**src/rtl/pg_pkg.sv**
```systemverilog
package pg_pkg;
   typedef enum logic [1:0] {
      ST_IDLE  = 2'b00,
      ST_ARMED = 2'b01,
      ST_RUN   = 2'b10
   } pg_state_t;

   localparam logic [1:0] WMODE_8  = 2'b00;
   localparam logic [1:0] WMODE_16 = 2'b01;
endpackage

```
**src/rtl/pg_pacer.sv**
```systemverilog
module pg_pacer #(
   parameter int DIV_W = 16
) (
   input  logic             clk,
   input  logic             rst_n,
   input  logic             active,
   input  logic             restart,
   input  logic             tick_in,
   input  logic [DIV_W-1:0] div,
   input  logic             ext_mode,
   input  logic             ack,
   output logic             adv
);
   localparam logic [DIV_W-1:0] DIV_ONE = DIV_W'(1);

   logic [DIV_W-1:0] cnt;
   logic [DIV_W-1:0] div_eff;
   logic             int_hit;

   assign div_eff = (div == '0) ? DIV_ONE : div;
   assign int_hit = tick_in && (cnt == div_eff - DIV_ONE);
   assign adv     = active && (ext_mode ? ack : int_hit);

   always_ff @(posedge clk or negedge rst_n) begin
      if (!rst_n)
         cnt <= '0;
      else if (restart || adv || !active)
         cnt <= '0;
      else if (!ext_mode && tick_in)
         cnt <= cnt + DIV_ONE;
   end

   p_cnt_below_div_r4: assert property (@(posedge clk) disable iff (!rst_n)
      (active && !ext_mode) |-> (cnt < div_eff));

   p_ext_ignores_tick_r5: assert property (@(posedge clk) disable iff (!rst_n)
      (active && ext_mode && !ack) |-> !adv);
endmodule

```
**src/rtl/pg_sequencer.sv**
```systemverilog
module pg_sequencer
   import pg_pkg::*;
#(
   parameter int DEPTH = 1024,
   parameter int AW    = 10
) (
   input  logic          clk,
   input  logic          rst_n,
   input  logic          go,
   input  logic          trig_in,
   input  logic          trig_en,
   input  logic          rep,
   input  logic [AW:0]   count,
   input  logic          adv,
   output logic          load,
   output logic          req,
   output logic          done,
   output logic [AW-1:0] addr
);
   localparam logic [AW:0] FULL    = (AW+1)'(DEPTH);
   localparam logic [AW:0] ONE_EXT = (AW+1)'(1);

   pg_state_t   st;
   logic        trig_q;
   logic        trig_rise;
   logic        start;
   logic        finish;
   logic [AW-1:0] idx;
   logic [AW:0] idx_inc;
   logic [AW:0] count_eff;
   logic [AW-1:0] idx_next;
   logic        at_last;

   assign count_eff = (count == '0) ? FULL : count;
   assign idx_inc   = {1'b0, idx} + ONE_EXT;
   assign idx_next  = (idx_inc >= count_eff) ? '0 : idx_inc[AW-1:0];
   assign trig_rise = trig_in && !trig_q;
   assign at_last   = (idx == '0);

   assign start  = ((st == ST_IDLE) && go && !trig_en) ||
                   ((st == ST_ARMED) && trig_rise);
   assign finish = (st == ST_RUN) && adv && at_last && !rep;
   assign load   = start || ((st == ST_RUN) && adv && (!at_last || rep));
   assign req    = (st == ST_RUN);
   assign addr   = idx;

   always_ff @(posedge clk or negedge rst_n) begin
      if (!rst_n)
         trig_q <= 1'b0;
      else
         trig_q <= trig_in;
   end

   always_ff @(posedge clk or negedge rst_n) begin
      if (!rst_n) begin
         st   <= ST_IDLE;
         idx  <= '0;
         done <= 1'b0;
      end else begin
         if (load)
            idx <= idx_next;
         case (st)
            ST_IDLE: begin
               if (go) begin
                  done <= 1'b0;
                  st   <= trig_en ? ST_ARMED : ST_RUN;
               end
            end
            ST_ARMED: begin
               if (trig_rise)
                  st <= ST_RUN;
            end
            ST_RUN: begin
               if (finish) begin
                  st   <= ST_IDLE;
                  done <= 1'b1;
               end
            end
            default: st <= ST_IDLE;
         endcase
      end
   end

   p_addr_in_range_r11: assert property (@(posedge clk) disable iff (!rst_n)
      ({1'b0, addr} < count_eff));

   p_done_quiet_r6: assert property (@(posedge clk) disable iff (!rst_n)
      done |-> !req);

   p_go_ignored_r10: assert property (@(posedge clk) disable iff (!rst_n)
      (req && !adv) |=> ($stable(addr) && req));

   p_repeat_no_done_r7: assert property (@(posedge clk) disable iff (!rst_n)
      (req && rep) |=> !done);
endmodule

```
**src/rtl/pg_formatter.sv**
```systemverilog
module pg_formatter
   import pg_pkg::*;
#(
   parameter int DATA_W = 32
) (
   input  logic              clk,
   input  logic              rst_n,
   input  logic              load,
   input  logic [1:0]        width,
   input  logic [DATA_W-1:0] din,
   output logic [DATA_W-1:0] dout
);
   localparam int NLANE = DATA_W / 8;

   logic [DATA_W-1:0] masked;

   for (genvar b = 0; b < NLANE; b++) begin : g_lane
      logic keep;
      if (b == 0) begin : g_low
         assign keep = 1'b1;
      end else if (b == 1) begin : g_mid
         assign keep = (width != WMODE_8);
      end else begin : g_high
         assign keep = (width != WMODE_8) && (width != WMODE_16);
      end
      assign masked[8*b +: 8] = keep ? din[8*b +: 8] : 8'h00;
   end

   always_ff @(posedge clk or negedge rst_n) begin
      if (!rst_n)
         dout <= '0;
      else if (load)
         dout <= masked;
   end

   p_narrow_upper_zero_r8: assert property (@(posedge clk) disable iff (!rst_n)
      (load && (width == WMODE_8)) |=> (dout[DATA_W-1:8] == '0));

   p_hold_without_load_r6: assert property (@(posedge clk) disable iff (!rst_n)
      !load |=> $stable(dout));
endmodule

```
**src/rtl/trig_pattern_gen.sv**
```systemverilog
module trig_pattern_gen #(
   parameter int DATA_W = 32,
   parameter int DEPTH  = 1024,
   parameter int DIV_W  = 16,
   localparam int AW    = $clog2(DEPTH)
) (
   input  logic              clk,
   input  logic              rst_n,
   input  logic              tick_in,
   input  logic [DIV_W-1:0]  cfg_div,
   input  logic [1:0]        cfg_width,
   input  logic              cfg_ext_pace,
   input  logic              cfg_repeat,
   input  logic              cfg_trig_en,
   input  logic [AW:0]       cfg_count,
   input  logic              go,
   input  logic              trig_in,
   output logic [AW-1:0]     buf_addr,
   input  logic [DATA_W-1:0] buf_data,
   output logic [DATA_W-1:0] do_data,
   output logic              do_req,
   input  logic              do_ack,
   output logic              done
);
   if (DATA_W < 32 || (DATA_W % 8) != 0) begin : g_bad_width
      $error("DATA_W must be a multiple of 8 and at least 32");
   end
   if (DEPTH < 2) begin : g_bad_depth
      $error("DEPTH must be at least 2");
   end
   if (DIV_W < 1) begin : g_bad_div
      $error("DIV_W must be at least 1");
   end

   logic load;
   logic adv;

   pg_sequencer #(.DEPTH(DEPTH), .AW(AW)) u_seq (
      .clk     (clk),
      .rst_n   (rst_n),
      .go      (go),
      .trig_in (trig_in),
      .trig_en (cfg_trig_en),
      .rep     (cfg_repeat),
      .count   (cfg_count),
      .adv     (adv),
      .load    (load),
      .req     (do_req),
      .done    (done),
      .addr    (buf_addr)
   );

   pg_pacer #(.DIV_W(DIV_W)) u_pace (
      .clk      (clk),
      .rst_n    (rst_n),
      .active   (do_req),
      .restart  (load),
      .tick_in  (tick_in),
      .div      (cfg_div),
      .ext_mode (cfg_ext_pace),
      .ack      (do_ack),
      .adv      (adv)
   );

   pg_formatter #(.DATA_W(DATA_W)) u_fmt (
      .clk   (clk),
      .rst_n (rst_n),
      .load  (load),
      .width (cfg_width),
      .din   (buf_data),
      .dout  (do_data)
   );

   p_ext_hold_r5: assert property (@(posedge clk) disable iff (!rst_n)
      (do_req && cfg_ext_pace && !do_ack) |=> ($stable(do_data) && do_req));

   p_done_excl_r6: assert property (@(posedge clk) disable iff (!rst_n)
      !(done && do_req));
endmodule

```
**config.mk**
```make
export PLATFORM = sky130hd
export DESIGN_NAME = trig_pattern_gen
export DESIGN_NICKNAME = d
export VERILOG_FILES = /design/src/rtl/pg_pkg.sv /design/src/rtl/pg_pacer.sv /design/src/rtl/pg_sequencer.sv /design/src/rtl/pg_formatter.sv /design/src/rtl/trig_pattern_gen.sv
export SDC_FILE = /design/constraint.sdc
export NUM_CORES = 1
export LEC_CHECK = 0
export BUFFER_PORTS_ARGS = -buffer_cell sky130_fd_sc_hd__buf_2
export CORE_MARGIN = 10
export CORE_UTILIZATION = 50
export DETAILED_ROUTE_END_ITERATION = 16
export PLACE_DENSITY_LB_ADDON = 0.1
export SLEW_MARGIN = 15
export SYNTH_ARGS = -nofsm -noshare
export SYNTH_HDL_FRONTEND = slang
export SYNTH_SLANG_ARGS = --single-unit
```
**constraint.sdc**
```tcl
create_clock -name clk -period 8.5 [get_ports clk]
set_input_delay 0.425 -clock clk [delete_from_list [all_inputs] [get_ports clk]]
set_output_delay 0.425 -clock clk [all_outputs]
set_load 0.05 [all_outputs]
```
==> results of run 1 <==
==> registers in the layout, summed over array words and instances (netlist names) <==
register,count
u_fmt.dout,32
u_pace.cnt,16
u_seq.addr,10
u_seq.done,1
u_seq.st,2
u_seq.trig_q,1
==> worst max path at each step <==
stage          slack, ns                        end
6_report            4.23  u_fmt.dout[0]$_DFFE_PN0P_
5_1_grt             3.84  u_fmt.dout[0]$_DFFE_PN0P_
4_1_cts             4.30  u_fmt.dout[0]$_DFFE_PN0P_
3_5_place_dp        3.97  u_fmt.dout[0]$_DFFE_PN0P_
3_3_place_gp        4.06  u_fmt.dout[0]$_DFFE_PN0P_
2_1_floorplan       4.99  u_fmt.dout[1]$_DFFE_PN0P_
==> synth_stat cells, types with 7 or more instances <==
library cell  count  share of area [%]
o311a_1           8                2.1
dfrtp_1          62                 40
inv_1            45                4.4
mux2i_1          26                6.8
nand3_1          14                1.8
xor2_1           25                5.7
xnor2_1          18                4.1
nor3_1            8                1.0
mux2_1            7                2.0
nor4_1            8                1.3
clkbuf_1          9               0.88
nor2_1           24                2.3
ha_1             15                4.9
nand2_1          35                3.4
==> per-stage QoR <==
stage | instance area (um^2) | utilization [%]
floorplan | 3850 | -
global placement | 4470 | 60.7
detailed placement | 4470 | 60.7
CTS | 4670 | 63.4
global route | 4670 | 63.4
finish | 4670 | 63.4
==> cells by family (layout without fill, tap and decap cells) <==
group	after synthesis	count (layout)	share of synthesized area, %
compound gates	57	57	12.1
mux	35	35	9.40
simple gates	124	124	16.7
buf+inv	64	178	6.76
flops	62	62	40.3
fa+ha+maj	15	15	4.88
xor+xnor	43	43	9.79
==> layout by cell type, fill, tap and decap left out, drive strengths merged, types with 6 or more instances in the layout <==
cell type  count
nor2          24
xnor2         18
mux2i         26
mux2           9
nand3         14
a31o           8
a21o           6
clkbuf        11
nor3           8
nor4           8
ha            15
dfrtp         62
o311a          8
xor2          25
a21oi          6
buf          116
nand2         35
inv           45
==> layer usage <==
metal	vias to the layer above	global-route usage, %
met5	-	0
met4	0	6.11
met3	17	7.72
met2	102	26.3
met1	1571	20.1
li1	1626	-
==> layout make-up <==
cell class | count | area, um^2 | area share, %
inverter | 46 | 173 | 3.69
sequential | 62 | 1550 | 33.2
clock inverter | 5 | 58.8 | 1.26
clock buffer | 11 | 141 | 3.03
multi-input combinational | 274 | 2040 | 43.6
tap | 99 | 124 | 2.65
timing repair buffer | 116 | 588 | 12.6
==> report_power, final <==
| part | internal, uW | leakage, uW | switching, uW |
|---|---|---|---|
| Sequential | 386 | 0.000804 | 63.5 |
| Clock | 143 | 0.0000955 | 117 |
| Combinational | 203 | 0.00145 | 523 |
| Total | 732 | 0.00235 | 703 |
==> results by group, run 1 <==
Worst setup path
  • Critical Path Slowest Stage Cell: nand4_1
  • Reg2Reg Depth: 9
  • WP data required: 8.72 ns
  • CP peak stage delay: 0.56 ns
  • Worst setup SP type: primary input
  • Largest delay contributor family on the critical path: simple AND/OR/NAND/NOR gates
  • Crit-path cells: buf_2 -> nor3_1 -> a41oi_1 -> ha_1 -> or3b_2 -> xnor2_1 -> nand4b_1 -> a2111oi_0 -> nand4_1 -> o31ai_4 -> buf_4 -> mux2_2
  • Worst path depth: 12
  • CP Capture Type: register
  • R2R Path Start: u_seq.addr[0]$_DFFE_PN0P_
  • CP arrival: 4.49 ns
  • FF-to-FF setup slack: 4.84 ns
  • CP Class: in2reg
  • Buffers & Inverters on Critical Path: 2
  • Capturing point of the worst reg2reg path: u_fmt.dout[6]$_DFFE_PN0P_
  • Crit-path max FO: 42
  • Worst setup path startpoint: cfg_div[4]

CTS
  • Root buffer cell: clkbuf_8
  • CTS Buf Count: 9
  • H-Tree Depth: 3
  • CTS max path bufs: 2
  • CTS tree: done
  • Clock Latency Late Sink: 0.34 ns
  • Reg clk slew, reported paths: 0.07 ns
  • Postcts setup bufs: 0
  • Resize count post-CTS: 0
  • Clock tree sinks: 62
  • Hold-fix buffers at CTS: 0

Synth
  • Post-synth EDFFs: 0
  • Mapped Area: 0.00385 mm^2
  • Post-Synthesis Net Count: 485
  • Sequential-to-total area share from yosys stat: 40.3%
  • Post-synth ARST share: 100%
  • Netlist cell types: 57
  • Synth Instances: 400
  • Syn_area_per_cell: 9.62 um^2
  • Yosys warnings: 0
  • Seq cells post-synth: 62
  • Predominant post-synthesis flop cell: dfrtp_1

Layout
  • NumNets Final: 594
  • Finished Layout Cells: 613
  • Fill count: 672
  • Layout cells sized above 1: 27.6%
  • Ant. Diodes: 0
  • Area grow syn2layout: 21.4%

Global routing
  • Initial antenna violation count: 0
  • Gr ovfl total: 0
  • First-pass GRT wire length: 16,300 um
  • GRT Overall Usage: 16.9%
  • Largest net degree at the start of global routing: 63
  • Vias in the first global route: 3,515

Floorplan
  • FP Rows: 31
  • Die ar.: 0.0116 mm^2
  • Initial Util: 52.2%
  • DIE WIDTH: 108 um
  • Die Ht: 108 um
  • # IOs: 114
  • Core area: 0.00737 mm^2

Min path
  • Hold endpoint: u_seq.trig_q$_DFF_PN0_
  • Min-delay src: trig_in
  • Worst hold stages: 1
  • Tightest Hold Check Type: in2reg

STA
  • Worst clock skew: 0.00677 ns
  • Unrepaired setup endpoints after global routing: no
  • Final Hold Viols: 0
  • Rel. slew slack: 37.5%
  • Fin crit period: 4.27 ns
  • Setup TNS: 0 ns
  • Setup ws final: 4.23 ns
  • Worst-Margin Slew: 0.933 ns
  • Endpoints failing setup: 0
  • Hold_ws: 0.220 ns
  • Max Clk Rate: 234 MHz
  • Final period util: 50.2%
  • Final Max Tran Viols: 0

Detailed routing
  • Via density: 5.41
  • Met2 wire length: 4410 um
  • Wire length per cell: 15.7 um
  • DR WL met3: 965 um
  • Top routing layer used: met4
  • # DRC: 0
  • Initial detailed-routing violation count: 135
  • Met1 Wirelength: 4100 um
  • DRT antenna net count: 0
  • Final WL: 9650 um
  • DRT Pass-1 Iters: 4
  • Vias: 3,316

Power and ir drop
  • LEAKAGE: 0.00235 uW
  • PwrDens: 307 mW/mm^2
  • Power Total: 1430 uW
  • IR drop worst, VDD: 0.000241 V

Placed design
  • Placed Cells incl. Taps: 597
  • Buffers on Ports: 113
  • Placer Congestion: 0.893
  • Worst slack, placed: 3.97 ns
  • DP HPWL: 7490 um

Job
  • Max Cap Viol: 0

Status
  • Status: complete, no violations
Note: power is estimated with default switching activity, not from simulation.
==> inputs of run 2 (changes only) <==
--- a/config.mk
+++ b/config.mk
@@ -5,9 +5,10 @@
 export SDC_FILE = /design/constraint.sdc
 export NUM_CORES = 1
 export LEC_CHECK = 0
+export ABC_AREA = 1
 export BUFFER_PORTS_ARGS = -buffer_cell sky130_fd_sc_hd__buf_2
 export CORE_MARGIN = 10
-export CORE_UTILIZATION = 50
+export CORE_UTILIZATION = 47
 export DETAILED_ROUTE_END_ITERATION = 16
 export PLACE_DENSITY_LB_ADDON = 0.1
 export SLEW_MARGIN = 15
==> constraint.sdc (replaced) <==
create_clock -name clk -period 3.69 [get_ports clk]
set_input_delay 0.1845 -clock clk [delete_from_list [all_inputs] [get_ports clk]]
set_output_delay 0.1845 -clock clk [all_outputs]
set_load 0.05 [all_outputs]
==> results by group, run 2 <==
Job
  • Max Cap Viol: 0 (unchanged)

Min path
  • Tightest Hold Check Type: in2reg (unchanged)
  • Worst hold stages: 3 (was 1)

CTS
  • Clock Latency Late Sink: 0.35 ns (was 0.34 ns)
  • Reg clk slew, reported paths: 0.08 ns (was 0.07 ns)
  • Resize count post-CTS: 0 (unchanged)
  • CTS max path bufs: 2 (unchanged)
  • H-Tree Depth: 3 (unchanged)
  • CTS tree: done (unchanged)
  • Root buffer cell: clkbuf_8 (unchanged)
  • Clock tree sinks: 62 (unchanged)
  • CTS Buf Count: 9 (unchanged)

Synth
  • Post-synth ARST share: 100% (unchanged)
  • Predominant post-synthesis flop cell: dfrtp_1 (unchanged)
  • Post-synth EDFFs: 0 (unchanged)
  • Seq cells post-synth: 62 (unchanged)
  • Synth Instances: 530 (was 400)
  • Syn_area_per_cell: 7.38 um^2 (was 9.62 um^2)
  • Synth top area share: 39.6% (was 40.3%)
  • Post-Synthesis Net Count: 615 (was 485)
  • Yosys warnings: 0 (unchanged)
  • Sequential-to-total area share from yosys stat: 39.6% (was 40.3%)
  • Top cells by area, synth: dfrtp_1, nand2_1, nand3_1 (was dfrtp_1, mux2i_1, xor2_1)
  • Area leader, netlist: dfrtp_1 (unchanged)
  • Most common cell in the netlist: nand2_1 (was dfrtp_1)
  • Mapped Area: 0.00391 mm^2 (was 0.00385 mm^2)
  • Commonest cells in the netlist: nand2_1, nand3_1, inv_1 (was dfrtp_1, inv_1, nand2_1)
  • Netlist cell types: 37 (was 57)

Detailed routing
  • DRT antenna net count: 0 (unchanged)
  • DR WL met3: 634 um (was 965 um)
  • Via density: 5.02 (was 5.41)
  • Vias: 3,774 (was 3,316)
  • Initial detailed-routing violation count: 181 (was 135)
  • Wire length per cell: 14.3 um (was 15.7 um)
  • Top routing layer used: met4 (unchanged)
  • DRT Pass-1 Iters: 4 (unchanged)
  • # DRC: 0 (unchanged)
  • Met2 wire length: 5270 um (was 4410 um)
  • Met1 Wirelength: 4570 um (was 4100 um)
  • Final WL: 10,700 um (was 9650 um)

Worst setup path
  • CP Class: reg2reg (was in2reg)
  • Reg2Reg Depth: 16 (was 9)
  • Worst setup SP type: register (was primary input)
  • Crit-path max FO: 10 (was 42)
  • CP arrival: 3.20 ns (was 4.49 ns)
  • CP Capture Type: register (unchanged)
  • WP data required: 3.94 ns (was 8.72 ns)

Floorplan
  • Core area: 0.00818 mm^2 (was 0.00737 mm^2)
  • Initial Util: 47.9% (was 52.2%)
  • Die ar.: 0.0124 mm^2 (was 0.0116 mm^2)
  • Die Ht: 111 um (was 108 um)
  • FP Rows: 33 (was 31)
  • DIE WIDTH: 111 um (was 108 um)
  • # IOs: 114 (unchanged)

Layout
  • Final Cell Area: 0.00480 mm^2 (was 0.00467 mm^2)
  • Ant. Diodes: 0 (unchanged)
  • Layout cells sized above 1: 22.4% (was 27.6%)
  • Max FFs per register: 32 (unchanged)
  • NumNets Final: 727 (was 594)
  • Area grow syn2layout: 22.6% (was 21.4%)
  • Commonest non-fill, non-tap cell in the layout: nand2_1 (was buf_2)
  • Largest Register: u_fmt.dout (unchanged)
  • Commonest cells after routing, fill and taps aside: nand2_1, buf_2, nand3_1 (was buf_2, dfrtp_1, inv_1)

Power and ir drop
  • IR drop worst, VDD: 0.000470 V (was 0.000241 V)
  • Power Total: 3530 uW (was 1430 uW)
  • LEAKAGE: 0.00263 uW (was 0.00235 uW)
  • PwrDens: 735 mW/mm^2 (was 307 mW/mm^2)

STA
  • Final period util: 79.8%
  • Unrepaired setup endpoints after global routing: no (unchanged)
  • Max Clk Rate: 339 MHz
  • Worst-Margin Slew: 1.05 ns (was 0.933 ns)
  • Fin crit period: 2.95 ns
  • Rel. slew slack: 30.1% (was 37.5%)
  • Final Hold Viols: 0 (unchanged)
  • Setup TNS: 0 ns (unchanged)
  • Worst clock skew: 0.0162 ns (was 0.00677 ns)
  • Final Max Tran Viols: 0 (unchanged)
  • Endpoints failing setup: 0 (unchanged)

Status
  • Status: complete, no violations (unchanged)

Placed design
  • Placer Congestion: 0.884 (was 0.893)
  • Buffers on Ports: 113 (unchanged)
  • DP Area: 0.00455 mm^2 (was 0.00447 mm^2)
  • DP HPWL: 8330 um (was 7490 um)

Global routing
  • Vias in the first global route: 3,884 (was 3,515)
  • GRT Overall Usage: 17.2% (was 16.9%)
  • Gr ovfl total: 0 (unchanged)
  • Largest net degree at the start of global routing: 51 (was 63)
  • First-pass GRT wire length: 18,000 um (was 16,300 um)
  • Initial antenna violation count: 0 (unchanged)
## run 2: worst paths after layout
check	start	endpoint	slack, ns
worst max-delay path	u_seq.addr[0]$_DFFE_PN0P_	u_seq.addr[8]$_DFFE_PN0P_	0.74
worst min-delay path	buf_data[4]	u_fmt.dout[4]$_DFFE_PN0P_	0.04
worst min register to register	u_seq.done$_DFFE_PN0P_	u_seq.done$_DFFE_PN0P_	0.48
max in group asynchronous	rst_n	u_fmt.dout[2]$_DFFE_PN0P_	2.36
min in group asynchronous	rst_n	u_seq.addr[0]$_DFFE_PN0P_	0.43
worst max register to register	u_seq.addr[0]$_DFFE_PN0P_	u_seq.addr[8]$_DFFE_PN0P_	0.74
## run 2: timing repair
item | 4_1_cts | 5_1_grt
setup buffers | 0 | 0
endpoints found under the hold margin | 31 | 0
setup endpoints to repair | 0 | 0
hold buffers | 2 | 0
## run 2: where the power goes
part	switching (uW)	internal [uW]
clock	296	391
sequential	144	897
combinational	1370	434
## run 2: final cells by class
cell class              count  area (um^2)
flip-flops and latches     62         1550
well taps                 105          131
repair buffers            117          601
inverters                  64          240
fillers                   817         3380
multi-input cells         388         2050
clock buffers               9          124
clock inverters             7          104
## run 2: per-layer routing
metal / GRT usage (%) / vias up
met1: 19.4 / 1732
met2: 29.5 / 91
met3: 4.98 / 22
met4: 7.11 / 0
met5: 0 / -
li1: - / 1929
## run 2: worst max-delay path: stages (launching register included)
cell     delay [ns]
dfrtp_1        0.42
inv_1          0.10
nor3_1         0.27
nand2_1        0.09
nor2_1         0.15
nand3_1        0.13
nor3_1         0.20
xor2_1         0.21
inv_1          0.06
ha_1           0.28
nand2_1        0.08
nor2_1         0.05
nand4_1        0.08
nand4_1        0.37
nor2_1         0.20
nand2_1        0.07
o21ai_1        0.11
## run 2: cell families (layout without fill, tap and decap cells)
group,Yosys count,count (layout),share of synthesized area (%)
and+or+nand+nor,314,314,36.5
buffers and inverters,80,197,8.44
xor gates and xnor gates,26,26,5.82
AOI/OAI and AO/OA,33,33,4.80
DFF,62,62,39.6
adders and majority gates,15,15,4.80
## run 2: metrics by stage
stage	std cells	util (%)	hold slack [ns]	setup WS [ns]
floorplan	530	-	-0.111	0.790
global placement	734	55.7	0.278	0.730
detailed placement	734	55.7	0.279	0.584
CTS	752	58.7	0.0151	0.742
global route	752	58.7	0.0394	0.390
finish	752	58.7	0.0353	0.744
==> inputs of run 3 (changes only) <==
==> constraint.sdc (replaced) <==
create_clock -name clk -period 2.5 [get_ports clk]
set_input_delay 0.125 -clock clk [delete_from_list [all_inputs] [get_ports clk]]
set_output_delay 0.125 -clock clk [all_outputs]
set_load 0.05 [all_outputs]
==> results by group, run 3 (synthesis results as in run 2) <==
Status
  • Status: complete, but fails checks (was complete, no violations)
  • Failing checks: setup timing

STA
  • Setup ws final: -0.0454 ns (was 0.744 ns)
  • Fin crit period: 2.55 ns (was 2.95 ns)
  • Final period util: 102% (was 79.8%)
  • Rel. slew slack: 53.5% (was 30.1%)
  • Hold_ws: 0.00888 ns (was 0.0353 ns)
  • Final Max Tran Viols: 0 (unchanged)
  • Worst clock skew: 0.0120 ns (was 0.0162 ns)
  • Unrepaired setup endpoints after global routing: yes (was no)
  • Worst-Margin Slew: 0.697 ns (was 1.05 ns)
  • Endpoints failing setup: 7 (was 0)
  • Final Hold Viols: 0 (unchanged)
  • Max Clk Rate: 393 MHz (was 339 MHz)

Global routing
  • Met1 Usage GRT: 20.1% (was 19.4%)
  • First-pass GRT wire length: 18,600 um (was 18,000 um)
  • Vias in the first global route: 4,124 (was 3,884)
  • Initial antenna violation count: 0 (unchanged)
  • GR met2 Demand/Resource: 30.6% (was 29.5%)
  • M3 GR Usage: 5.30% (was 4.98%)
  • GRT Overall Usage: 17.4% (was 17.2%)
  • Largest net degree at the start of global routing: 35 (was 51)
  • Most Used Layer, Global Route: met2 (unchanged)
  • Gr ovfl total: 0 (unchanged)

Worst setup path
  • Crit-path max FO: 5 (was 10)
  • R2R Path Start: u_seq.addr[1]$_DFFE_PN0P_ (was u_seq.addr[0]$_DFFE_PN0P_)
  • CP Capture Point: u_seq.addr[3]$_DFFE_PN0P_ (was u_seq.addr[8]$_DFFE_PN0P_)
  • Worst setup SP type: register (unchanged)
  • WP data required: 2.76 ns (was 3.94 ns)
  • CP Capture Type: register (unchanged)
  • Worst setup path startpoint: u_seq.addr[1]$_DFFE_PN0P_ (was u_seq.addr[0]$_DFFE_PN0P_)
  • FF-to-FF setup slack: -0.05 ns (was 0.74 ns)
  • CP Class: reg2reg (unchanged)
  • Crit-path cells: inv_2 -> nor3_4 -> nand2_1 -> nor2_2 -> nand3_2 -> nor3_4 -> xor2_2 -> inv_1 -> ha_1 -> nand2_1 -> nor2_1 -> nand4_1 -> nand4_1 -> buf_6 -> nor2_1 -> nand2_1 -> o21ai_1 (was inv_1 -> nor3_1 -> nand2_1 -> nor2_1 -> nand3_1 -> nor3_1 -> xor2_1 -> inv_1 -> ha_1 -> nand2_1 -> nor2_1 -> nand4_1 -> nand4_1 -> nor2_1 -> nand2_1 -> o21ai_1)
  • Critical Path Slowest Stage Cell: dfrtp_2 (was dfrtp_1)
  • Capturing point of the worst reg2reg path: u_seq.addr[3]$_DFFE_PN0P_ (was u_seq.addr[8]$_DFFE_PN0P_)
  • CP peak stage delay: 0.39 ns (was 0.42 ns)
  • Crit-path most repeated cell: nand2_1
  • CP arrival: 2.81 ns (was 3.20 ns)
  • Reg2Reg Depth: 17 (was 16)

Power and ir drop
  • PwrDens: 984 mW/mm^2 (was 735 mW/mm^2)
  • IR drop worst, VDD: 0.000857 V (was 0.000470 V)
  • LEAKAGE: 0.00293 uW (was 0.00263 uW)

CTS
  • CTS max path bufs: 2 (unchanged)
  • Reg clk slew, reported paths: 0.08 ns (about the same)
  • H-Tree Depth: 3 (unchanged)
  • Root buffer cell: clkbuf_8 (unchanged)
  • Clock Latency Late Sink: 0.34 ns (was 0.35 ns)
  • CTS Buf Count: 9 (unchanged)
  • Clock tree sinks: 62 (unchanged)
  • CTS tree: done (unchanged)

Placed design
  • Worst slack, placed: -0.207 ns (was 0.584 ns)
  • Placer Congestion: 0.916 (was 0.884)
  • DP Area: 0.00490 mm^2 (was 0.00455 mm^2)
  • DP HPWL: 8530 um (was 8330 um)
  • Buffers on Ports: 113 (unchanged)

Floorplan
  • Die Ht: 111 um (unchanged)
  • DIE WIDTH: 111 um (unchanged)
  • Core area: 0.00818 mm^2 (unchanged)
  • Die ar.: 0.0124 mm^2 (unchanged)
  • FP Rows: 33 (unchanged)
  • Initial Util: 47.9% (unchanged)
  • # IOs: 114 (unchanged)

Detailed routing
  • Vias: 4,042 (was 3,774)
  • DRT Pass-1 Iters: 6 (was 4)
  • Via density: 4.97 (was 5.02)
  • Initial detailed-routing violation count: 161 (was 181)
  • Wire length per cell: 13.8 um (was 14.3 um)
  • DRT antenna net count: 0 (unchanged)
  • # DRC: 0 (unchanged)
  • Final WL: 11,200 um (was 10,700 um)

Layout
  • Commonest non-fill, non-tap cell in the layout: nand2_1 (unchanged)
  • Commonest cells after routing, fill and taps aside: nand2_1, buf_2, nand3_1 (unchanged)
  • Largest Register: u_fmt.dout (unchanged)
  • Fill count: 740 (was 817)
  • Max FFs per register: 32 (unchanged)
  • Layout Utilization: 66.9% (was 58.7%)
  • NumNets Final: 788 (was 727)
  • Area grow syn2layout: 39.8% (was 22.6%)
  • Ant. Diodes: 0 (unchanged)
  • Final Cell Area: 0.00547 mm^2 (was 0.00480 mm^2)
  • Layout cells sized above 1: 30.9% (was 22.4%)

Job
  • Max Cap Viol: 0 (unchanged)

Min path
  • Min-delay src: buf_data[31] (was buf_data[4])
  • Tightest Hold Check Type: in2reg (unchanged)
run 3: cell types whose count changed in the layout (fill, tap and decap cells not counted), sizes merged:
cell,delta
clkinv,+2
clkinvlp,+2
clkbuf,+2
buf,+43
inv,-4
bufinv,-2
dlygate4sd3,+18
run 3: final cells by class:
| cell class | count | area [um^2] | area share [%] |
|---|---|---|---|
| clock buffer | 11 | 151 | 2.77 |
| clock inverter | 5 | 33.8 | 0.617 |
| sequential | 62 | 1560 | 28.4 |
| multi-input combinational | 388 | 2200 | 40.1 |
| inverter | 64 | 240 | 4.39 |
| timing repair buffer | 178 | 1160 | 21.3 |
| tap | 105 | 131 | 2.40 |
run 3: worst min path at each step:
stage,endpoint,slack [ns],cells after the start
after global placement,u_seq.addr[9]$_DFFE_PN0P_,0.19,1
after detailed placement,u_seq.addr[9]$_DFFE_PN0P_,0.19,1
final,u_fmt.dout[31]$_DFFE_PN0P_,0.009,3
after global routing,u_fmt.dout[25]$_DFFE_PN0P_,0.003,3
after floorplan,u_fmt.dout[0]$_DFFE_PN0P_,-0.17,0
after CTS,u_fmt.dout[14]$_DFFE_PN0P_,0.0002,3
run 3: worst max-delay path, delay by kind of cell, from the launching register on:
kind,cells,cell delay [ns]
DFF,1,0.39
and+or+nand+nor,11,1.28
xor gates and xnor gates,1,0.17
buffers and inverters,3,0.30
AOI/OAI and AO/OA,1,0.07
adders and majority gates,1,0.27
run 3: what timing repair did:
action / CTS / global route
endpoints found under the setup margin: 10 / 43
setup buffers: 3 / 2
cloned: 0 / 1
gates resized for setup: 1 / 32
hold endpoints to repair: 47 / 0
pin swaps: 4 / 4
hold buffers: 20 / 0
run 3: per-stage QoR:
stage	std cells	total power, uW	setup TNS [ns]
2_1_floorplan	530	3570	-0.818
3_3_place_gp	771	4350	-4.91
3_5_place_dp	771	4410	-7.20
4_1_cts	810	5290	0
5_1_grt	813	5760	-2.31
6_report	813	5380	-0.120
run 3: per-layer routing:
metal | part of all wire, % | vias up | wire, um
li1 | - | 2055 | -
met1 | 43 | 1880 | 4800
met2 | 51 | 94 | 5670
met3 | 5.4 | 13 | 610
met4 | 1.2 | 0 | 134
met5 | 0 | - | 0
run 3: report_power, final:
group | total, uW | switching (uW) | internal [uW]
sequential | 1550 | 222 | 1330
combinational | 3020 | 2130 | 884
clock | 816 | 404 | 412
